$ cat src/rtl/sts_pkg.sv
package sts_pkg;
   localparam int REG_W = 16;

   localparam int SB_SRQ   = 0;
   localparam int SB_AUXAV = 4;

   localparam logic [REG_W-1:0] CH_STD_STORE  = 16'h0106;
   localparam logic [REG_W-1:0] GLB_STD_STORE = 16'h010E;
   localparam logic [REG_W-1:0] AUX_STORE     = 16'h001F;
   localparam logic [REG_W-1:0] AUXAV_BIT     = 16'h0001 << SB_AUXAV;

   localparam logic [REG_W-1:0] STD_MASK_DEF  = 16'hFFFF;
   localparam logic [REG_W-1:0] AUX_MASK_DEF  = 16'h0000;

   typedef enum logic [1:0] {
      SEL_STD  = 2'd0,
      SEL_AUX  = 2'd1,
      SEL_SMSK = 2'd2,
      SEL_AMSK = 2'd3
   } host_sel_e;
endpackage

$ cat src/rtl/sts_entry_regs.sv
module sts_entry_regs
   import sts_pkg::*;
#(
   parameter logic [REG_W-1:0] STORE = 16'h0000
) (
   input  logic             clk_i,
   input  logic             rst_ni,
   input  logic             wipe_i,
   input  logic [REG_W-1:0] set_i,
   input  logic [REG_W-1:0] clr_i,
   output logic [REG_W-1:0] q_o
);
   logic [REG_W-1:0] q_r;
   logic [REG_W-1:0] q_nxt;

   always_comb begin
      if (wipe_i) q_nxt = '0;
      else        q_nxt = ((q_r & ~clr_i) | set_i) & STORE;
   end

   always_ff @(posedge clk_i or negedge rst_ni) begin
      if (!rst_ni) q_r <= '0;
      else         q_r <= q_nxt;
   end

   assign q_o = q_r;
endmodule

$ cat src/rtl/sts_mask_pair.sv
module sts_mask_pair
   import sts_pkg::*;
#(
   parameter logic [REG_W-1:0] STD_DEF = STD_MASK_DEF,
   parameter logic [REG_W-1:0] AUX_DEF = AUX_MASK_DEF
) (
   input  logic             clk_i,
   input  logic             rst_ni,
   input  logic             wr_std_i,
   input  logic             wr_aux_i,
   input  logic [REG_W-1:0] wdata_i,
   output logic [REG_W-1:0] std_o,
   output logic [REG_W-1:0] aux_o
);
   logic [REG_W-1:0] std_r;
   logic [REG_W-1:0] aux_r;

   always_ff @(posedge clk_i or negedge rst_ni) begin
      if (!rst_ni) begin
         std_r <= STD_DEF;
         aux_r <= AUX_DEF;
      end else begin
         if (wr_std_i) std_r <= wdata_i;
         if (wr_aux_i) aux_r <= wdata_i;
      end
   end

   assign std_o = std_r;
   assign aux_o = aux_r;
endmodule

$ cat src/rtl/sts_srq_calc.sv
module sts_srq_calc
   import sts_pkg::*;
(
   input  logic [REG_W-1:0] std_i,
   input  logic [REG_W-1:0] aux_i,
   input  logic [REG_W-1:0] smask_i,
   input  logic [REG_W-1:0] amask_i,
   output logic             srq_o,
   output logic [REG_W-1:0] view_o
);
   logic std_hit;
   logic aux_hit;

   assign std_hit = |(std_i[REG_W-1:1] & smask_i[REG_W-1:1]);
   assign aux_hit = |(aux_i & amask_i);
   assign srq_o   = std_hit | aux_hit;
   assign view_o  = {std_i[REG_W-1:1], srq_o};
endmodule

$ cat src/rtl/sts_irq_aggregator.sv
module sts_irq_aggregator
   import sts_pkg::*;
#(
   parameter int NUM_CH = 4,
   parameter int ADDR_W = 3
) (
   input  logic                    clk_i,
   input  logic                    rst_ni,
   input  logic                    soft_rst_i,
   input  logic [NUM_CH-1:0]       ch_rst_i,
   input  logic [REG_W-1:0]        glb_std_set_i,
   input  logic [REG_W-1:0]        glb_std_clr_i,
   input  logic [NUM_CH*REG_W-1:0] ch_std_set_i,
   input  logic [NUM_CH*REG_W-1:0] ch_std_clr_i,
   input  logic [NUM_CH*REG_W-1:0] ch_aux_set_i,
   input  logic [NUM_CH*REG_W-1:0] ch_aux_clr_i,
   input  logic [ADDR_W-1:0]       host_addr_i,
   input  logic [1:0]              host_sel_i,
   input  logic                    host_wr_i,
   input  logic [REG_W-1:0]        host_wdata_i,
   output logic [REG_W-1:0]        host_rdata_o,
   output logic                    irq_no
);
   localparam int N_ENT = NUM_CH + 1;

   if (NUM_CH < 1) begin : g_chk_ch
      $error("sts_irq_aggregator: NUM_CH must be at least 1");
   end
   if (N_ENT > (1 << ADDR_W)) begin : g_chk_addr
      $error("sts_irq_aggregator: ADDR_W too narrow for NUM_CH+1 entries");
   end

   logic [NUM_CH*REG_W-1:0] ch_std_flat;
   logic [NUM_CH*REG_W-1:0] ch_aux_flat;
   logic [N_ENT*REG_W-1:0]  smask_flat;
   logic [N_ENT*REG_W-1:0]  amask_flat;
   logic [N_ENT*REG_W-1:0]  std_view_flat;
   logic [N_ENT*REG_W-1:0]  aux_view_flat;
   logic [N_ENT-1:0]        srq_vec;
   logic [N_ENT-1:0]        ent_sel;
   logic [REG_W-1:0]        glb_std_q;
   logic [REG_W-1:0]        glb_aux_or;
   logic [REG_W-1:0]        glb_std_raw;
   logic                    srq_any;
   logic                    irq_q;
   logic                    wr_smsk;
   logic                    wr_amsk;

   assign wr_smsk = host_wr_i && (host_sel_i == SEL_SMSK);
   assign wr_amsk = host_wr_i && (host_sel_i == SEL_AMSK);

   for (genvar e = 0; e < N_ENT; e++) begin : g_sel
      assign ent_sel[e] = (host_addr_i == ADDR_W'(e));

      sts_mask_pair #(
         .STD_DEF(STD_MASK_DEF),
         .AUX_DEF(AUX_MASK_DEF)
      ) u_mask (
         .clk_i    (clk_i),
         .rst_ni   (rst_ni),
         .wr_std_i (wr_smsk && ent_sel[e]),
         .wr_aux_i (wr_amsk && ent_sel[e]),
         .wdata_i  (host_wdata_i),
         .std_o    (smask_flat[e*REG_W +: REG_W]),
         .aux_o    (amask_flat[e*REG_W +: REG_W])
      );
   end

   for (genvar k = 0; k < NUM_CH; k++) begin : g_ch
      logic             wipe;
      logic [REG_W-1:0] std_raw;
      logic [REG_W-1:0] aux_q;

      assign wipe = soft_rst_i | ch_rst_i[k];

      sts_entry_regs #(.STORE(CH_STD_STORE)) u_std (
         .clk_i  (clk_i),
         .rst_ni (rst_ni),
         .wipe_i (wipe),
         .set_i  (ch_std_set_i[k*REG_W +: REG_W]),
         .clr_i  (ch_std_clr_i[k*REG_W +: REG_W]),
         .q_o    (ch_std_flat[k*REG_W +: REG_W])
      );

      sts_entry_regs #(.STORE(AUX_STORE)) u_aux (
         .clk_i  (clk_i),
         .rst_ni (rst_ni),
         .wipe_i (wipe),
         .set_i  (ch_aux_set_i[k*REG_W +: REG_W]),
         .clr_i  (ch_aux_clr_i[k*REG_W +: REG_W]),
         .q_o    (ch_aux_flat[k*REG_W +: REG_W])
      );

      assign aux_q   = ch_aux_flat[k*REG_W +: REG_W];
      assign std_raw = ch_std_flat[k*REG_W +: REG_W] | ((|aux_q) ? AUXAV_BIT : '0);

      sts_srq_calc u_srq (
         .std_i   (std_raw),
         .aux_i   (aux_q),
         .smask_i (smask_flat[(k+1)*REG_W +: REG_W]),
         .amask_i (amask_flat[(k+1)*REG_W +: REG_W]),
         .srq_o   (srq_vec[k+1]),
         .view_o  (std_view_flat[(k+1)*REG_W +: REG_W])
      );

      assign aux_view_flat[(k+1)*REG_W +: REG_W] = aux_q;
   end

   sts_entry_regs #(.STORE(GLB_STD_STORE)) u_glb_std (
      .clk_i  (clk_i),
      .rst_ni (rst_ni),
      .wipe_i (soft_rst_i),
      .set_i  (glb_std_set_i),
      .clr_i  (glb_std_clr_i),
      .q_o    (glb_std_q)
   );

   always_comb begin
      glb_aux_or = '0;
      for (int k = 0; k < NUM_CH; k++) begin
         glb_aux_or = glb_aux_or | ch_aux_flat[k*REG_W +: REG_W];
      end
   end

   assign glb_std_raw = glb_std_q | ((|glb_aux_or) ? AUXAV_BIT : '0);

   sts_srq_calc u_glb_srq (
      .std_i   (glb_std_raw),
      .aux_i   (glb_aux_or),
      .smask_i (smask_flat[0 +: REG_W]),
      .amask_i (amask_flat[0 +: REG_W]),
      .srq_o   (srq_vec[0]),
      .view_o  (std_view_flat[0 +: REG_W])
   );

   assign aux_view_flat[0 +: REG_W] = glb_aux_or;
   assign srq_any = |srq_vec;

   always_ff @(posedge clk_i or negedge rst_ni) begin
      if (!rst_ni) irq_q <= 1'b1;
      else         irq_q <= ~srq_any;
   end

   assign irq_no = irq_q;

   always_comb begin
      host_rdata_o = '0;
      for (int e = 0; e < N_ENT; e++) begin
         if (ent_sel[e]) begin
            case (host_sel_i)
               SEL_STD:  host_rdata_o = std_view_flat[e*REG_W +: REG_W];
               SEL_AUX:  host_rdata_o = aux_view_flat[e*REG_W +: REG_W];
               SEL_SMSK: host_rdata_o = smask_flat[e*REG_W +: REG_W];
               default:  host_rdata_o = amask_flat[e*REG_W +: REG_W];
            endcase
         end
      end
   end
endmodule

$ cat config.mk
export PLATFORM = sky130hd
export DESIGN_NAME = sts_irq_aggregator
export DESIGN_NICKNAME = d
export VERILOG_FILES = /design/src/rtl/sts_pkg.sv /design/src/rtl/sts_entry_regs.sv /design/src/rtl/sts_mask_pair.sv /design/src/rtl/sts_srq_calc.sv /design/src/rtl/sts_irq_aggregator.sv
export SDC_FILE = /design/constraint.sdc
export NUM_CORES = 1
export LEC_CHECK = 0
export BUFFER_PORTS_ARGS = -buffer_cell sky130_fd_sc_hd__buf_2
export CAP_MARGIN = 20
export CORE_AREA = 3 3 151 139
export CTS_CLUSTER_DIAMETER = 40
export DETAILED_ROUTE_END_ITERATION = 10
export DIE_AREA = 0 0 154 142
export PLACE_DENSITY_LB_ADDON = 0.25
export SLEW_MARGIN = 25
export SYNTH_ARGS = -nofsm -noshare
export SYNTH_HDL_FRONTEND = slang
export SYNTH_SLANG_ARGS = --single-unit
$ cat constraint.sdc
create_clock -name clk_i -period 3.28 [get_ports clk_i]
set_input_delay 0.82 -clock clk_i [delete_from_list [all_inputs] [get_ports clk_i]]
set_output_delay 0.82 -clock clk_i [all_outputs]
set_load 0.02 [all_outputs]
# Word-level counts from Yosys, hierarchy flattened
# Index checks and enable logic that the tools add are counted.
# Widths: inputs -> output; s select.
[totals]
n_memories = 0
latchBits = 0
regBits = 226
mem_bits_ro = 0
elab_cells = 136
ramBits = 0
inputBits = 317
[op_classes]
reduce_logical = 30
n_shift = 0
eq_ne = 7
n_bitwise = 55
div_mod_pow = 0
n_addsub = 0
muxes = 24
multipliers = 0
magnitude_cmp = 0
[op_table]
columns = ["cell", "count"]
rows = [
  ["$pmux 16 s3", 5],
  ["$reduce_or 16->1", 10],
  ["$mux 16", 5],
  ["$and 15x15->15", 5],
  ["$reduce_or 15->1", 5],
  ["$and 5x16->16", 4],
  ["$and 9x9->9", 5],
  ["$mux 5", 9],
  ["$mux 9", 5],
  ["$not 9->9", 5],
  ["$or 9x5->9", 5],
  ["$or 9x9->9", 5],
  ["$or 5x5->5", 7],
  ["$and 5x5->5", 4],
  ["$not 5->5", 4],
  ["$and 16x16->16", 1],
  ["$logic_and 1x1->1", 12],
  ["$or 1x1->1", 9],
  ["$eq 3x2->1 const B", 2],
  ["$reduce_or 5->1", 1],
  ["$eq 2x2->1 const B", 2],
  ["$eq 3x1->1 const B", 1],
  ["$eq 3x3->1 const B", 1],
  ["$logic_not 3->1", 1],
  ["3 further kinds", 3],
]

# Logic depth before layout (Yosys ltp)
# Gate-level depths: netlist (run 1).
[depth]
word_depth = 15
depth_mapped = 8

# Modules after synthesis
# Synthesis (run 1) repeated with hierarchy kept, for this count alone.
[unflattened]
hier_cells = 1101
area_unflattened_um2 = 13531.7
[modules_own_cells]
columns = ["mod", "area_per_inst_um2", "cells_each", "n_inst"]
rows = [
  ["sts_mask_pair", 1318.8, 68, 5],
  ["sts_irq_aggregator", 3281.9, 320, 1],
  ["sts_srq_calc", 274.0, 36, 5],
  ["sts_entry_regs (g_ch[0].u_aux ...)", 286.5, 32, 4],
  ["sts_entry_regs (g_ch[0].u_std ...)", 221.5, 26, 4],
  ["sts_entry_regs (u_glb_std)", 254.0, 29, 1],
]

# Worst setup path after synthesis (run 1)
# No wires, ideal clock.
[synth_timing]
path_type = "input -> output"
startpoint = "input port host_addr_i[1]"
endpoint = "output port host_rdata_o[10]"
path_stages = 8
slack_ns = 0.116
t_arrival_ns = 2.344
cell_sequence = "buf_2 > or3_1 > clkbuf_1 > or2_2 > clkbuf_1 > o22ai_1 > o21ai_0 > o211ai_1"
[synth_between]
elab_chain_cells = 6
word_cells_on_any_way = 10
[synth_rtl]
columns = ["item", "line", "source"]
rows = [
  ["from (decl)", "sts_irq_aggregator.sv:17", "input logic [ADDR_W-1:0] host_addr_i,"],
  ["$logic_not 3->1", "sts_irq_aggregator.sv:53", "assign ent_sel[e] = (host_addr_i == ADDR_W'(e));"],
  ["$mux 16 (4 in series)", "sts_irq_aggregator.sv:149", "if (ent_sel[e]) begin"],
  ["$mux 16 *", "sts_irq_aggregator.sv:149", ""],
  ["to (decl)", "sts_irq_aggregator.sv:21", "output logic [REG_W-1:0] host_rdata_o,"],
]
# Every way passes the cells marked *; elsewhere a longest branch is shown, timed or not.

# Worst setup path in the final report (run 1)
[layout_timing]
startpoint = "register g_ch[2].u_aux.q_r[1]"
endpoint = "output port host_rdata_o[1]"
[layout_between]
elab_chain_cells = 8
word_cells_on_any_way = 9
[layout_rtl]
columns = ["item", "line", "source"]
rows = [
  ["from (decl)", "sts_entry_regs.sv:13", "logic [REG_W-1:0] q_r;"],
  ["from (signal assigned)", "sts_entry_regs.sv:23", "else q_r <= q_nxt;"],
  ["$or 5x5->5 (2 in series)", "sts_irq_aggregator.sv:121", "glb_aux_or = glb_aux_or | ch_aux_flat[k*REG_W +: REG_W];"],
  ["$pmux 16 s3", "sts_irq_aggregator.sv:150", "case (host_sel_i)"],
  ["$mux 16 (3 in series)", "sts_irq_aggregator.sv:149", ""],
  ["$mux 16 * (2 in series)", "sts_irq_aggregator.sv:149", ""],
]
# Marked as above.

==> metrics.log, run 1 <==
INFO  metric status = finished, violations left
INFO  metric failed_checks = negative setup slack
INFO  metric fin_ws = -0.134 ns
INFO  metric yosys_reg_bits = 197
INFO  metric cts-htree-levels = 4
INFO  metric io_buffer_count = 117
INFO  metric layout_worst_path_cycle_share = 104%
INFO  metric ys_top_cells_by_area = sky130_fd_sc_hd__dfrtp_1 30%, sky130_fd_sc_hd__dfstp_2 22%, sky130_fd_sc_hd__mux2_2 19%, sky130_fd_sc_hd__mux2i_1 6.1%, sky130_fd_sc_hd__nor2_1 2.5%
INFO  metric die_h = 142 um
INFO  metric detail_route.vias_per_cell = 5.75
INFO  metric drv.max_cap_violation_count = 0
INFO  metric vias = 7086
INFO  metric design.die.area = 0.0219 mm^2
INFO  metric clock_buffer_count_from_cts = 17
INFO  metric synth_ff_type = sky130_fd_sc_hd__dfrtp_1
INFO  metric gp_congestion = 0.944
INFO  metric worstPathMaxFanout = 2
INFO  metric clock_tree.root_cell = sky130_fd_sc_hd__clkbuf_16
INFO  metric fmax = 293 MHz
INFO  metric tot_pwr = 6.49 mW
INFO  metric worstSetupStartpoint = g_ch[2].u_aux.q_o[1]$_DFF_PN0_
INFO  metric vias_in_the_first_global_route = 7213
INFO  metric setup.worst_path.end_class = output pin
INFO  metric tritoncts = yes
INFO  metric initialDrtViolationCount = 629
INFO  metric num_rows = 49
INFO  metric grt_overflow_total = 0
INFO  metric grt_start_max_net_pins = 72
INFO  metric post_detailed_route_count_of_antenna_violating_nets = 0
INFO  metric net_count_synth = 1109
INFO  metric r2r.worst_path.cells = 7
INFO  metric maximum_buffer_depth_of_the_clock_tree = 2
INFO  metric global_route.usage.total = 24.8%
INFO  metric p_sw = 1.83 mW
INFO  metric top_cell_type_by_total_area_after_synthesis = sky130_fd_sc_hd__dfrtp_1
INFO  metric grt_antenna_before_repair = 0
INFO  metric clock_power_share = 32.1%
INFO  metric power.internal = 4.66 mW
INFO  metric die-width = 154 um
INFO  metric synth_enable_flop_cells = 0
INFO  metric groute.layer.met3.usage = 5.08%
INFO  metric hold_path_class = in -> async
INFO  metric insertedDiodeCount = 0
INFO  metric ys_top_cells_by_count = 166 x sky130_fd_sc_hd__mux2_2, 116 x sky130_fd_sc_hd__dfrtp_1, 81 x sky130_fd_sc_hd__dfstp_2, 64 x sky130_fd_sc_hd__nor2_1, 59 x sky130_fd_sc_hd__mux2i_1
INFO  metric postSynthCellCount = 792
INFO  metric post_synth_instance_area = 0.00968 mm^2
INFO  metric place.detailed.hpwl = 19000 um
INFO  metric power.ir.vdd_worst = 0.329 mV
INFO  metric grt_setup_unrepaired = true
INFO  metric comb_power_share = 18.1%
INFO  metric critPathKind = reg -> out
INFO  metric final-hold-violation-count = 0
INFO  metric relSlewSlack = 58.8%
INFO  metric top_usage_layer = met2
INFO  metric global_route.usage.met1 = 36.4%
INFO  metric share_seq_of_total_power = 49.8%
INFO  metric area_growth_syn_to_layout = 21.4%
INFO  metric worst-endpoint-arrival = 2.59 ns
INFO  metric period_minus_slack = 3.41 ns
INFO  metric nFillCells = 1631
INFO  metric post-place-cells = 1195
INFO  metric worst_setup_hold_path_clk_slew = 0.08 ns
INFO  metric power_density = 552 mW/mm^2
INFO  metric utilization = 59.7%
INFO  metric worstSkewPairLatency = 0.43 ns
INFO  metric core_region_area = 0.0197 mm^2
INFO  metric cts_num_sinks = 197
INFO  metric async_flop_share = 100%
INFO  metric report.final.slew_viol_count = 0
INFO  metric static-leakage-power = 5.41 nW
INFO  metric multiInputGateArea = 0.00438 mm^2
INFO  metric seqCellArea = 0.00503 mm^2
INFO  metric fin_nets = 1281
INFO  metric worstSetupStartpointType = flip-flop
INFO  metric proportion_of_layout_cells_with_a_drive_suffix_above_1 = 52.2%
INFO  metric synthesis.yosys.warnings = 0
INFO  metric power.share.switching = 28.2%
INFO  metric detail_route.first_pass.iterations = 5
INFO  metric finClkSkew = 0.00684 ns
INFO  metric route.detailed.drc = 0
INFO  metric yosysMostFrequentCell = sky130_fd_sc_hd__mux2_2
INFO  metric stdcell_count = 1232
INFO  metric synth.distinct_cells = 57
INFO  metric yosysTopAreaCellShare = 30.0%
INFO  metric setup_viol = 2
INFO  metric groute.layer.met2.usage = 38.1%
INFO  metric critical_path.reg2reg.startpoint = g_ch[2].u_aux.q_o[1]$_DFF_PN0_
INFO  metric grt_pass1_wl = 41700 um
INFO  metric worst_endpoint_required_time = 2.46 ns
INFO  metric synth_area_per_cell = 12.2 um^2
INFO  metric wire_per_inst = 21.6 um
INFO  metric synth_sequential_area_ratio = 52.0%
INFO  metric initial_utilization = 49.2%
INFO  metric pre_cts_ws = -0.0875 ns
INFO  metric final.setup.tns = -0.186 ns
INFO  metric timing_worst_slew_pin_value = 0.619 ns
INFO  metric drt_wl_total = 26600 um
INFO  metric cts_hold_buf = 0
INFO  metric floorplan.io_pins = 334
-- stage by stage --
step / hold slack [ns] / cell area [um^2]
after floorplan: 0.472 / 9680
after global placement: 0.484 / 11000
after detailed placement: 0.493 / 11000
after CTS: 0.402 / 11700
after global routing: 0.422 / 11800
final: 0.384 / 11800
-- placed cells by master, fill, tap and decap left out, types with 9 or more instances in the layout --
| cell | count |
|---|---|
| sky130_fd_sc_hd__a21oi_1 | 44 |
| sky130_fd_sc_hd__or3_1 | 11 |
| sky130_fd_sc_hd__buf_2 | 110 |
| sky130_fd_sc_hd__buf_4 | 72 |
| sky130_fd_sc_hd__mux2i_1 | 59 |
| sky130_fd_sc_hd__o21ai_0 | 11 |
| sky130_fd_sc_hd__nor2_1 | 64 |
| sky130_fd_sc_hd__mux2_2 | 165 |
| sky130_fd_sc_hd__inv_1 | 42 |
| sky130_fd_sc_hd__dfrtp_1 | 114 |
| sky130_fd_sc_hd__nand2_1 | 14 |
| sky130_fd_sc_hd__mux4_2 | 10 |
| sky130_fd_sc_hd__clkbuf_16 | 17 |
| sky130_fd_sc_hd__nand3_1 | 9 |
| sky130_fd_sc_hd__dfstp_2 | 81 |
| sky130_fd_sc_hd__o22ai_1 | 20 |
| sky130_fd_sc_hd__a22oi_1 | 15 |
-- power by group through the flow --
stage	Combinational [mW]	Sequential (mW)	Clock, mW
5_1_grt	1.28	3.29	2.23
2_1_floorplan	0.762	3.19	0
4_1_cts	1.15	3.23	2.12
3_5_place_dp	1.12	3.27	0
6_report	1.17	3.23	2.08
3_3_place_gp	1.09	3.25	0
-- logic make-up after synthesis --
logic type,after synthesis,share of synthesized area (%)
simple gates,138,7.06
buf+inv,83,3.59
mux,237,28.3
compound gates,137,9.11
flops,197,52.0
-- final cells by class --
type / count / area share (%)
flip-flops and latches: 197 / 42.8
multi-input cells: 512 / 37.3
clock inverters: 14 / 1.39
repair buffers: 193 / 10.7
inverters: 43 / 1.38
well taps: 255 / 2.72
clock buffers: 18 / 3.74
-- what timing repair did --
item | CTS | global route
buffers inserted | 2 | 3
setup endpoints to repair | 10 | 5
gates resized for setup | 14 | 20
pin swaps | 5 | 7
-- final timing paths --
path | endpoint | slack [ns]
worst min register to register | g_sel[2].u_mask.aux_o[12]$_DFFE_PN0P_ | 0.51
worst max-delay path | host_rdata_o[1] | -0.13
worst max register to register | irq_no$_DFF_PN1_ | 1.01
worst min-delay path | g_sel[1].u_mask.aux_o[15]$_DFFE_PN0P_ | 0.38
max in group asynchronous | g_sel[2].u_mask.std_o[15]$_DFFE_PN1P_ | 2.03
min in group clk_i | g_sel[2].u_mask.aux_o[12]$_DFFE_PN0P_ | 0.51
-- critical path: stages (launching register included) --
cell and delay (ns):
sky130_fd_sc_hd__dfrtp_1 0.39, sky130_fd_sc_hd__or4_4 0.53, sky130_fd_sc_hd__mux4_2 0.50, sky130_fd_sc_hd__mux2_4 0.28, sky130_fd_sc_hd__a221o_1 0.31, sky130_fd_sc_hd__buf_6 0.15
-- state kept, by name (all words and copies together) (netlist names) --
register and flops:
u_glb_std.q_o 4, irq_no 1, g_sel.u_mask.aux_o 80, g_ch.u_std.q_o 12
g_ch.u_aux.q_o 20, g_sel.u_mask.std_o 80
-- per-layer routing --
| layer | wire length (um) | vias up |
|---|---|---|
| met1 | 12500 | 3606 |
| li1 | - | 3243 |
| met3 | 1600 | 33 |
| met5 | 0 | - |
| met2 | 12000 | 204 |
| met4 | 493 | 0 |
Power figures use the tool's default switching activity.
==> run 2: changes to the inputs <==
- SETUP_SLACK_MARGIN: default -> 0.15
==> metrics.log, run 2 (synthesized netlist as in run 1, its figures left out) <==
INFO  metric status = finished, violations left (unchanged)
INFO  metric failed_checks = negative setup slack (unchanged)
INFO  metric finalHoldWorstSlack = 0.428 ns (was 0.384 ns)
INFO  metric cts_hold_buf = 0 (unchanged)
INFO  metric fin_nets = 1283 (was 1281)
INFO  metric wire_per_inst = 21.4 um (was 21.6 um)
INFO  metric worstSetupStartpointType = flip-flop (unchanged)
INFO  metric stdcell_count = 1235 (was 1232)
INFO  metric final-hold-violation-count = 0 (unchanged)
INFO  metric relSlewSlack = 47.8% (was 58.8%)
INFO  metric static-leakage-power = 5.45 nW (was 5.41 nW)
INFO  metric initialDrtViolationCount = 449 (was 629)
INFO  metric clock_tree.root_cell = sky130_fd_sc_hd__clkbuf_16 (unchanged)
INFO  metric final_cell_mix = 166 x sky130_fd_sc_hd__mux2_2, 113 x sky130_fd_sc_hd__dfrtp_1, 104 x sky130_fd_sc_hd__buf_2, 81 x sky130_fd_sc_hd__dfstp_2, 67 x sky130_fd_sc_hd__buf_4 (was 165 x sky130_fd_sc_hd__mux2_2, 114 x sky130_fd_sc_hd__dfrtp_1, 110 x sky130_fd_sc_hd__buf_2, 81 x sky130_fd_sc_hd__dfstp_2, 72 x sky130_fd_sc_hd__buf_4)
INFO  metric period_minus_slack = 3.47 ns (was 3.41 ns)
INFO  metric route.detailed.drc = 0 (unchanged)
INFO  metric cts_num_sinks = 197 (unchanged)
INFO  metric maximum_buffer_depth_of_the_clock_tree = 2 (unchanged)
INFO  metric grt_antenna_before_repair = 1 (was 0)
INFO  metric vias_in_the_first_global_route = 7131 (was 7213)
INFO  metric grt_overflow_total = 0 (unchanged)
INFO  metric detail_route.vias_per_cell = 5.69 (was 5.75)
INFO  metric power_density = 549 mW/mm^2 (was 552 mW/mm^2)
INFO  metric area_growth_syn_to_layout = 22.9% (was 21.4%)
INFO  metric setup_viol = 3 (was 2)
INFO  metric pre_cts_ws = -0.0486 ns (was -0.0875 ns)
INFO  metric critPathKind = reg -> out (unchanged)
INFO  metric core_region_area = 0.0197 mm^2 (unchanged)
INFO  metric gp_congestion = 0.904 (was 0.944)
INFO  metric drv.max_cap_violation_count = 0 (unchanged)
INFO  metric num_rows = 49 (unchanged)
INFO  metric tot_pwr = 6.53 mW (was 6.49 mW)
INFO  metric worst_setup_hold_path_clk_slew = 0.08 ns (about the same)
INFO  metric power.ir.vdd_worst = 0.308 mV (was 0.329 mV)
INFO  metric seqCellArea = 0.00503 mm^2 (about the same)
INFO  metric clock_buffer_count_from_cts = 17 (unchanged)
INFO  metric proportion_of_layout_cells_with_a_drive_suffix_above_1 = 53.0% (was 52.2%)
INFO  metric detail_route.first_pass.iterations = 4 (was 5)
INFO  metric fin_ws = -0.188 ns (was -0.134 ns)
INFO  metric hold_path_class = in -> async (unchanged)
INFO  metric mostFrequentLayoutCell = sky130_fd_sc_hd__mux2_2 (unchanged)
INFO  metric finClkSkew = 0.00776 ns (was 0.00684 ns)
INFO  metric grt_setup_unrepaired = true (unchanged)
INFO  metric initial_utilization = 49.2% (unchanged)
INFO  metric worstSkewPairLatency = 0.44 ns (was 0.43 ns)
INFO  metric critical_path.reg2reg.startpoint = g_ch[2].u_aux.q_o[1]$_DFF_PN0_ (unchanged)
INFO  metric die_h = 142 um (unchanged)
INFO  metric vias = 7026 (was 7086)
INFO  metric grt_start_max_net_pins = 92 (was 72)
INFO  metric drt_wl_total = 26400 um (was 26600 um)
INFO  metric layout_worst_path_cycle_share = 106% (was 104%)
INFO  metric fmax = 288 MHz (was 293 MHz)
INFO  metric grt_pass1_wl = 41400 um (was 41700 um)
INFO  metric nFillCells = 1607 (was 1631)
INFO  metric worst_endpoint_required_time = 2.46 ns (about the same)
INFO  metric design.die.area = 0.0219 mm^2 (unchanged)
INFO  metric timing_worst_slew_pin_value = 0.784 ns (was 0.619 ns)
INFO  metric io_buffer_count = 117 (unchanged)
INFO  metric worstPathMaxFanout = 3 (was 2)
INFO  metric die-width = 154 um (unchanged)
INFO  metric cts-htree-levels = 4 (unchanged)
INFO  metric tritoncts = yes (unchanged)
INFO  metric floorplan.io_pins = 334 (unchanged)
INFO  metric worst-endpoint-arrival = 2.65 ns (was 2.59 ns)
INFO  metric global_route.usage.total = 24.6% (was 24.8%)
INFO  metric setup.worst_path.end_class = output pin (unchanged)
INFO  metric post_detailed_route_count_of_antenna_violating_nets = 0 (unchanged)
INFO  metric worstSetupStartpoint = g_ch[2].u_aux.q_o[1]$_DFF_PN0_ (unchanged)
INFO  metric report.final.slew_viol_count = 0 (unchanged)
INFO  metric multiInputGateArea = 0.00441 mm^2 (was 0.00438 mm^2)
INFO  metric utilization = 60.5% (was 59.7%)
INFO  metric place.detailed.hpwl = 18800 um (was 19000 um)
INFO  metric post-place-cells = 1194 (was 1195)
[run 2: routing by layer]
metal	track usage (%)	vias up	share of wire, %	wire (um)
li1	-	3244	-	-
met1	36.3	3560	47	12400
met2	37.5	198	46	12200
met3	4.99	24	5.3	1410
met4	6.23	0	1.5	384
met5	0	-	0	0
[run 2: path summary, 6_finish.rpt]
kind                       cells after the start  slack [ns]                                    end
min reg2reg                                    1        0.51  g_sel[1].u_mask.aux_o[14]$_DFFE_PN0P_
min                                            1        0.43  g_sel[3].u_mask.aux_o[14]$_DFFE_PN0P_
min in group clk_i                             1        0.51  g_sel[1].u_mask.aux_o[14]$_DFFE_PN0P_
max in group asynchronous                      2        2.04   g_sel[1].u_mask.std_o[4]$_DFFE_PN1P_
max                                            5       -0.19                        host_rdata_o[1]
max reg2reg                                    7        0.97                       irq_no$_DFF_PN1_
[run 2: where the power goes]
group	switching (mW)	total (mW)	leakage [nW]	internal (mW)
sequential	0.254	3.23	2.35	2.98
combinational	0.540	1.19	2.82	0.652
clock	1.02	2.10	0.284	1.09
[run 2: metrics by stage]
| stage | setup TNS (ns) | instance area (um^2) |
|---|---|---|
| after global placement | -0.0490 | 11000 |
| after global routing | -0.526 | 11900 |
| after floorplan | 0 | 9680 |
| after detailed placement | -0.0785 | 11000 |
| final | -0.255 | 11900 |
| after CTS | -0.467 | 11800 |
[run 2: area by class of cell]
| cell class | instances | area share (%) |
|---|---|---|
| Inverter | 43 | 1.37 |
| Sequential cell | 197 | 42.3 |
| Tap cell | 255 | 2.68 |
| Antenna cell | 1 | 0.0210 |
| Clock buffer | 18 | 3.61 |
| Timing Repair Buffer | 195 | 11.6 |
| Clock inverter | 14 | 1.36 |
| Multi-Input combinational cell | 512 | 37.1 |
[run 2: critical path, stage by stage (launching register included)]
cell and delay [ns]:
sky130_fd_sc_hd__dfrtp_1 0.41, sky130_fd_sc_hd__or4_4 0.55, sky130_fd_sc_hd__mux4_2 0.50, sky130_fd_sc_hd__mux2_2 0.28, sky130_fd_sc_hd__a221o_1 0.32, sky130_fd_sc_hd__buf_6 0.15
[run 2: timing repair]
item,CTS,global route
endpoints found under the hold margin,0,0
pin swaps,7,10
buffers inserted,6,1
endpoints found under the setup margin,16,14
resized for setup,35,26
gates cloned,1,0
